`src/rtl/bseq_pkg.sv`:
```
package bseq_pkg;
  localparam int unsigned DEF_ADDR_W    = 19;
  localparam int unsigned DEF_BURST_LEN = 32;
endpackage

```
`src/rtl/bseq_counter.sv`:
```
module bseq_counter #(
  parameter int unsigned CNT_W = 5
) (
  input  logic             clk_i,
  input  logic             rst_ni,
  input  logic             load_ni,
  input  logic             adv_ni,
  output logic [CNT_W-1:0] cnt_o,
  output logic             valid_o
);
  localparam logic [CNT_W-1:0] CNT_MAX = '1;

  logic [CNT_W-1:0] cnt_q;
  logic             valid_q;
  logic             step;

  // a load masks any advance on the same edge
  assign step = valid_q && load_ni && !adv_ni;

  always_ff @(posedge clk_i or negedge rst_ni) begin
    if (!rst_ni) begin
      cnt_q   <= '0;
      valid_q <= 1'b0;
    end else if (!load_ni) begin
      cnt_q   <= '0;
      valid_q <= 1'b1;
    end else if (step) begin
      cnt_q <= cnt_q + 1'b1;
    end
  end

  assign cnt_o   = cnt_q;
  assign valid_o = valid_q;

  AST_LOAD_CLEARS: assert property (@(posedge clk_i) disable iff (!rst_ni)
    !load_ni |=> (cnt_q == '0) && valid_q);
  AST_STEP_ONE: assert property (@(posedge clk_i) disable iff (!rst_ni)
    (valid_q && load_ni && !adv_ni) |=> cnt_q == CNT_W'($past(cnt_q) + 1'b1));
  AST_WRAP_ZERO: assert property (@(posedge clk_i) disable iff (!rst_ni)
    (valid_q && load_ni && !adv_ni && cnt_q == CNT_MAX) |=> cnt_q == '0);
  AST_HOLD: assert property (@(posedge clk_i) disable iff (!rst_ni)
    (load_ni && adv_ni) |=> $stable(cnt_q) && $stable(valid_q));
  AST_IDLE_NO_ADV: assert property (@(posedge clk_i) disable iff (!rst_ni)
    (!valid_q && load_ni) |=> !valid_q && cnt_q == '0);
endmodule

```
`src/rtl/bseq_addr_gen.sv`:
```
module bseq_addr_gen #(
  parameter int unsigned ADDR_W = 19,
  parameter int unsigned CNT_W  = 5
) (
  input  logic              clk_i,
  input  logic              rst_ni,
  input  logic              load_ni,
  input  logic [ADDR_W-1:0] start_addr_i,
  input  logic [CNT_W-1:0]  cnt_i,
  input  logic              valid_i,
  output logic [ADDR_W-1:0] addr_o,
  output logic              last_no
);
  logic [ADDR_W-1:0] base_q;
  logic [CNT_W-1:0]  low_w;

  always_ff @(posedge clk_i or negedge rst_ni) begin
    if (!rst_ni)       base_q <= '0;
    else if (!load_ni) base_q <= start_addr_i;
  end

  // offset inside the burst window, wraps modulo the burst length
  assign low_w   = base_q[CNT_W-1:0] + cnt_i;
  assign addr_o  = {base_q[ADDR_W-1:CNT_W], low_w};
  assign last_no = !(valid_i && (&cnt_i));

  AST_UPPER_FIXED: assert property (@(posedge clk_i) disable iff (!rst_ni)
    load_ni |=> $stable(addr_o[ADDR_W-1:CNT_W]));
  AST_LAST_NEEDS_VALID: assert property (@(posedge clk_i) disable iff (!rst_ni)
    !last_no |-> valid_i);
  AST_LAST_ADDR: assert property (@(posedge clk_i) disable iff (!rst_ni)
    !last_no |-> addr_o[CNT_W-1:0] == CNT_W'(base_q[CNT_W-1:0] - 1'b1));
endmodule

```
`src/rtl/burst_addr_seq.sv`:
```
module burst_addr_seq #(
  parameter int unsigned ADDR_W    = bseq_pkg::DEF_ADDR_W,
  parameter int unsigned BURST_LEN = bseq_pkg::DEF_BURST_LEN
) (
  input  logic              clk_i,
  input  logic              rst_ni,
  input  logic              load_ni,
  input  logic [ADDR_W-1:0] start_addr_i,
  input  logic              adv_ni,
  output logic [ADDR_W-1:0] addr_o,
  output logic              last_no,
  output logic              valid_o
);
  localparam int unsigned CNT_W = $clog2(BURST_LEN);

  logic [CNT_W-1:0] cnt_w;
  logic             valid_w;

  bseq_counter #(.CNT_W(CNT_W)) i_counter (
    .clk_i   (clk_i),
    .rst_ni  (rst_ni),
    .load_ni (load_ni),
    .adv_ni  (adv_ni),
    .cnt_o   (cnt_w),
    .valid_o (valid_w)
  );

  bseq_addr_gen #(.ADDR_W(ADDR_W), .CNT_W(CNT_W)) i_addr_gen (
    .clk_i        (clk_i),
    .rst_ni       (rst_ni),
    .load_ni      (load_ni),
    .start_addr_i (start_addr_i),
    .cnt_i        (cnt_w),
    .valid_i      (valid_w),
    .addr_o       (addr_o),
    .last_no      (last_no)
  );

  assign valid_o = valid_w;

  AST_LOAD_FIRST: assert property (@(posedge clk_i) disable iff (!rst_ni)
    !load_ni |=> (addr_o == $past(start_addr_i)) && last_no && valid_o);
  AST_LAST_THEN_START: assert property (@(posedge clk_i) disable iff (!rst_ni)
    (!last_no && load_ni && !adv_ni) |=> last_no);
  AST_RESET_STATE: assert property (@(posedge clk_i)
    !rst_ni |-> !valid_o && last_no && addr_o == '0);
endmodule

```
`config.mk`:
```
export PLATFORM = sky130hd
export DESIGN_NAME = burst_addr_seq
export DESIGN_NICKNAME = d
export VERILOG_FILES = /design/src/rtl/bseq_pkg.sv /design/src/rtl/bseq_counter.sv /design/src/rtl/bseq_addr_gen.sv /design/src/rtl/burst_addr_seq.sv
export SDC_FILE = /design/constraint.sdc
export NUM_CORES = 1
export LEC_CHECK = 0
export ABC_CLOCK_PERIOD_IN_PS = 5550
export CORE_ASPECT_RATIO = 1.4
export CORE_MARGIN = 2
export CORE_UTILIZATION = 45
export DETAILED_ROUTE_END_ITERATION = 8
export MAX_ROUTING_LAYER = met4
export PLACE_DENSITY = 0.8
export SYNTH_ARGS = -nofsm -noshare
export SYNTH_HDL_FRONTEND = slang
export SYNTH_SLANG_ARGS = --single-unit
```
`constraint.sdc`:
```
create_clock -name clk_i -period 5.55 [get_ports clk_i]
set_clock_uncertainty 0.2 [all_clocks]
set_input_delay 1.11 -clock clk_i [delete_from_list [all_inputs] [get_ports clk_i]]
set_output_delay 1.11 -clock clk_i [all_outputs]
set_load 0.005 [all_outputs]
```
==> results.yml, run 1 <==
floorplan:
  die_area_mm2: 0.00321
  io-pin-count: 44
  start_util: 0.476
  fp-row-count: 22
  die_height_um: 66.2
  coreArea_mm2: 0.00262
  die_x_um: 48.5
drt:
  ant_nets: 0
  dr.pass1.iters: 2
  drt_first_iter_violations: 4
  wl_mm: 2.32
  vias_per_cell: 4.87
  wire_per_inst_um: 14.6
  drc: 0
  vias: 774
synth:
  netlist_area_mm2: 0.00124
  synthArstFlopShare: 1.00
  yosys_warnings: 0
  netlist_instances: 94
  syn_nets: 124
  synth_top_area_frac: 0.503
  synth_edf_count: 0
  ys_seq_elements: 25
  syn_area_per_cell_um2: 13.2
  synth_area_leader_cell: "dfrtp_1"
  synthFlopType: "dfrtp_1"
  synthDistinctLibCells: 24
  yosysSeqAreaShare: 0.503
  synthTopCellsByArea: "dfrtp_1 50%, mux2_2 11%, buf_4 8.4%, mux2_1 6.3%, ha_1 6.0%"
place:
  port_buffers: 43
  place_congestion: 0.753
  placedCellCount: 155
worst_setup_path:
  cp-end-kind: "output pin"
  cp_cell_sequence: "ha_1 > fa_1 > a21o_1 > a21oi_1 > xnor2_1 > clkdlybuf4s50_1"
  criticalPathCategory: "flop to output pin"
  cp_data_required_time_ps: 4240
  path_max_fanout: 4
  cpPeakStageDelay_ps: 520
  arrival_ps: 2440
  cp-start-kind: "flop"
  crit_slowest_cell: "clkdlybuf4s50_1"
timing:
  slew_headroom: 0.256
  setup_tns_ps: 0
  finalCriticalPeriod_ps: 3750
  hold_ws_ps: 311
  rsz0062_at_grt: "no"
  setup_viol: 0
  slew_viol_final: 0
  tightest_slew_ps: 1110
  fmax_mhz: 267
  hold_viol_final: 0
  fin_crit_sh: 0.675
clock_tree:
  cts-root-buf: "clkbuf_4"
  htreeDepth: 1
  worst_skew_pair.late_latency_ps: 310
  postCtsSetupBuffers: 0
  cts_tree: "built"
  clk_pin_slew_worst_paths_ps: 140
  cts.repair.resized: 0
  cts_hold_buf: 0
  clk_path_buf_depth: 2
  cts_sinks: 25
  numCtsBuffers: 3
layout:
  finalNonFillerCells: 159
  area_growth_pct: 30.1
  final_common_cell: "clkdlybuf4s50_1"
  drive_gt1_frac: 0.138
  layout.nets: 154
  multi_input_area_um2: 488
  fill_cells: 223
  mostFrequentLayoutCells: "43 x clkdlybuf4s50_1, 25 x dfrtp_1, 12 x mux2_2, 7 x mux2_1, 6 x ha_1"
  n_antenna_cell: 0
  seq_area_um2: 626
grt:
  grt_pass1_wl_mm: 3.82
  grt-ovfl-total: 0
  grt_pass1_vias: 787
  grt_max_degree: 26
  antenna_found_initial: 0
  grt_usage: 0.161
power:
  p_leak_nw: 0.704
  total_power_mw: 0.381
  p_per_area_mw_per_mm2: 236
  irDropWorstVdd_v: 0.000123
min_path:
  hp-class: "flop to flop"
flow_run:
  max_cap_violations: 0
run_status:
  status: "complete, no violations"
==> area by class of cell <==
class,instances,share of cell area
tap,36,0.0278
clock buffer,3,0.0139
sequential,25,0.386
multi-input combinational,51,0.301
clock inverter,1,0.00464
timing repair buffer,43,0.266
==> per-layer routing <==
layer,GRT usage,part of all wire,wire (µm),vias to the layer above
met5,-,0,0,-
met4,0.0750,0.012,27,0
met3,0.0136,0.025,59,2
met2,0.286,0.56,1300,22
met1,0.186,0.40,927,385
li1,-,-,-,365
==> worst paths after layout <==
check	end	slack [ps]	startpoint	depth (start not counted)
worst min-delay path	i_addr_gen.base_q[12]$_DFFE_PN0N_	310	i_addr_gen.base_q[12]$_DFFE_PN0N_	1
worst min register to register	i_addr_gen.base_q[12]$_DFFE_PN0N_	310	i_addr_gen.base_q[12]$_DFFE_PN0N_	1
worst max-delay path	addr_o[4]	1800	i_counter.cnt_o[0]$_DFFE_PN0P_	6
worst max register to register	i_counter.cnt_o[4]$_DFFE_PN0P_	3920	i_counter.cnt_o[1]$_DFFE_PN0P_	5
max in group asynchronous	i_addr_gen.base_q[14]$_DFFE_PN0N_	3310	rst_ni	1
min in group asynchronous	i_addr_gen.base_q[0]$_DFFE_PN0N_	1180	rst_ni	1
==> Yosys cell counts (2+ instances only) <==
master,count
dfrtp_1,25
buf_4,14
mux2_2,12
mux2_1,7
ha_1,6
xnor2_1,4
buf_2,3
a21o_1,2
a21oi_1,2
and2_1,2
mux2i_1,2
nor2b_1,2
xor2_1,2
==> registers in the layout, summed over array words and instances (netlist names) <==
register and cells:
i_addr_gen.base_q 19, i_counter.cnt_o 5, i_counter.valid_o 1
==> worst max-delay path: cells and delay by family (launching register included) <==
family / cells / cell delay, ps
compound gates: 2 / 350
xor+xnor: 1 / 130
fa+ha+maj: 2 / 670
buf+inv: 1 / 520
flops: 1 / 450
==> power by group <==
group,internal (mW),leakage [nW],switching [mW],total (mW)
combinational,0.0631,0.390,0.0296,0.0928
clock,0.0274,0.0139,0.0541,0.0815
sequential,0.197,0.299,0.00979,0.207
total,0.288,0.704,0.0935,0.381
==> logic make-up (layout without fill, tap and decap cells) <==
kind of cell / after synthesis / after routing / synth area share
flip-flops: 25 / 25 / 0.503
multiplexers: 21 / 21 / 0.188
buffers and inverters: 18 / 47 / 0.106
AND/OR/NAND/NOR: 11 / 11 / 0.0553
adder cells (fa/ha/maj): 7 / 7 / 0.0764
AO/OA/AOI/OAI: 6 / 6 / 0.0301
XOR/XNOR: 6 / 6 / 0.0422
==> metrics by stage <==
| step | utilization | cell area, µm² | worst slack, ps |
|---|---|---|---|
| 2_1_floorplan | - | 1240 | 2770 |
| 3_3_place_gp | 0.608 | 1590 | 2240 |
| 3_5_place_dp | 0.608 | 1590 | 2160 |
| 4_1_cts | 0.619 | 1620 | 1790 |
| 5_1_grt | 0.619 | 1620 | 1680 |
| 6_report | 0.619 | 1620 | 1800 |
Power figures use the tool's default switching activity.
==> run 2: changes to the inputs <==
ABC_CLOCK_PERIOD_IN_PS = 3650   (was 5550)
CORE_UTILIZATION = 44   (was 45)
PLACE_DENSITY = 0.79   (was 0.8)
clock period = 3.65 ns   (was 5.55 ns; I/O delays follow)
==> results.yml, run 2 (same netlist as run 1, synthesis figures left out) <==
drt:
  wire_per_inst_um: 13.1
  drc: 0
  highest_layer: "met3"
  vias: 774
  wl_met1_um: 866
  ant_nets: 0
  wl_mm: 2.10
  dr_wl_met3_um: 113
  dr.pass1.iters: 2
  drt_first_iter_violations: 6
  vias_per_cell: 4.84
  route.met2.wl_mm: 1.12
layout:
  seq_area_um2: 626
  final_common_cell: "clkdlybuf4s50_1"
  multi_input_area_um2: 488
  fill_cells: 235
  n_antenna_cell: 0
  final_core_util: 0.608
  top_register: "i_addr_gen.base_q"
  area_growth_pct: 30.4
  drive_gt1_frac: 0.137
  largest_register_ffs: 19
  layout.nets: 155
  mostFrequentLayoutCells: "43 x clkdlybuf4s50_1, 25 x dfrtp_1, 12 x mux2_2, 7 x mux2_1, 6 x ha_1"
timing:
  setup_tns_ps: 0
  fin_crit_sh: 0.910
  hold_ws_ps: 312
  tightest_slew_ps: 1080
  slew_viol_final: 0
  finalCriticalPeriod_ps: 3320
  hold_viol_final: 0
  fmax_mhz: 301
  rsz0062_at_grt: "no"
  slew_headroom: 0.277
  setup_viol: 0
flow_run:
  max_cap_violations: 0
min_path:
  hp-class: "flop to flop"
clock_tree:
  cts_tree: "built"
  cts_hold_buf: 0
  clk_pin_slew_worst_paths_ps: 130
  postCtsSetupBuffers: 0
  numCtsBuffers: 3
  cts-root-buf: "clkbuf_4"
  cts.repair.resized: 0
  cts_sinks: 25
  htreeDepth: 1
  worst_skew_pair.late_latency_ps: 310
  clk_path_buf_depth: 2
worst_setup_path:
  cp-end-kind: "output pin"
  criticalPathCategory: "flop to output pin"
  arrival_ps: 2390
  cp-start-kind: "flop"
  cpPeakStageDelay_ps: 510
  cp_cell_sequence: "ha_1 > fa_1 > a21o_1 > a21oi_1 > xnor2_1 > clkdlybuf4s50_1"
  crit_slowest_cell: "clkdlybuf4s50_1"
  crit_buf_inv: 1
  cp_data_required_time_ps: 2720
  path_max_fanout: 4
  path_delay_family: "adder cells"
floorplan:
  die_height_um: 66.9
  fp-row-count: 22
  io-pin-count: 44
  start_util: 0.466
  die_x_um: 49.0
  coreArea_mm2: 0.00267
  die_area_mm2: 0.00328
grt:
  grt_max_degree: 26
  grt_pass1_wl_mm: 3.55
  grt_usage: 0.148
  grt-ovfl-total: 0
  grt_pass1_vias: 819
  antenna_found_initial: 0
power:
  irDropWorstVdd_v: 0.000272
  p_leak_nw: 0.709
  p_per_area_mw_per_mm2: 353
run_status:
  status: "complete, no violations"
place:
  place_congestion: 0.777
  port_buffers: 43
  hpwl_mm: 1.70
[run 2: cell types whose count changed in the layout (fill, tap and decap cells not counted)]
cell and delta:
buf_4 +1, clkinvlp_4 -1, clkbuf_1 +1
[run 2: worst reg2reg max path, stage by stage (launching register included)]
cell and delay (ps):
dfrtp_1 470, ha_1 230, and3_1 190, ha_1 260, mux2i_1 130, nor2b_1 60
[run 2: power breakdown]
group	internal, mW	leakage, nW	switching, mW
clock	0.0426	0.0150	0.0767
combinational	0.0957	0.395	0.0426
sequential	0.300	0.299	0.0154
total	0.438	0.709	0.135
[run 2: stage by stage]
| step | cell area, µm² | power [mW] | instances | worst slack, ps |
|---|---|---|---|---|
| floorplan | 1240 | 0.392 | 94 | 1250 |
| finish | 1620 | 0.573 | 160 | 328 |
| CTS | 1620 | 0.584 | 160 | 314 |
| detailed placement | 1600 | 0.462 | 156 | 681 |
| global route | 1620 | 0.608 | 160 | 201 |
| global placement | 1600 | 0.456 | 156 | 722 |
[run 2: final timing paths]
check                                                  from                           endpoint  slack, ps  cells past startpoint
max                          i_counter.cnt_o[0]$_DFFE_PN0P_                          addr_o[4]        330                      6
min                        i_addr_gen.base_q[9]$_DFFE_PN0N_   i_addr_gen.base_q[9]$_DFFE_PN0N_        310                      1
max reg2reg                  i_counter.cnt_o[1]$_DFFE_PN0P_     i_counter.cnt_o[4]$_DFFE_PN0P_       2010                      5
min reg2reg                i_addr_gen.base_q[9]$_DFFE_PN0N_   i_addr_gen.base_q[9]$_DFFE_PN0N_        310                      1
min in group asynchronous                            rst_ni  i_addr_gen.base_q[18]$_DFFE_PN0N_        790                      1
max in group asynchronous                            rst_ni   i_addr_gen.base_q[4]$_DFFE_PN0N_       1820                      1
[run 2: per-layer routing]
layer,vias up,GRT usage
li1,362,-
met1,381,0.171
met2,31,0.259
met3,0,0.0314
met4,0,0.0429
met5,-,-
[run 2: layout make-up]
class | instances | area share
Tap cell | 36 | 0.0278
Clock buffer | 4 | 0.0162
Sequential cell | 25 | 0.386
Timing Repair Buffer | 44 | 0.270
Multi-Input combinational cell | 51 | 0.301
==> run 3: changes to the inputs <==
SETUP_SLACK_MARGIN = 0.1   (was not set)
==> results of run 3 <==
No change in the layout: final DEF, timing and power equal those of run 2.
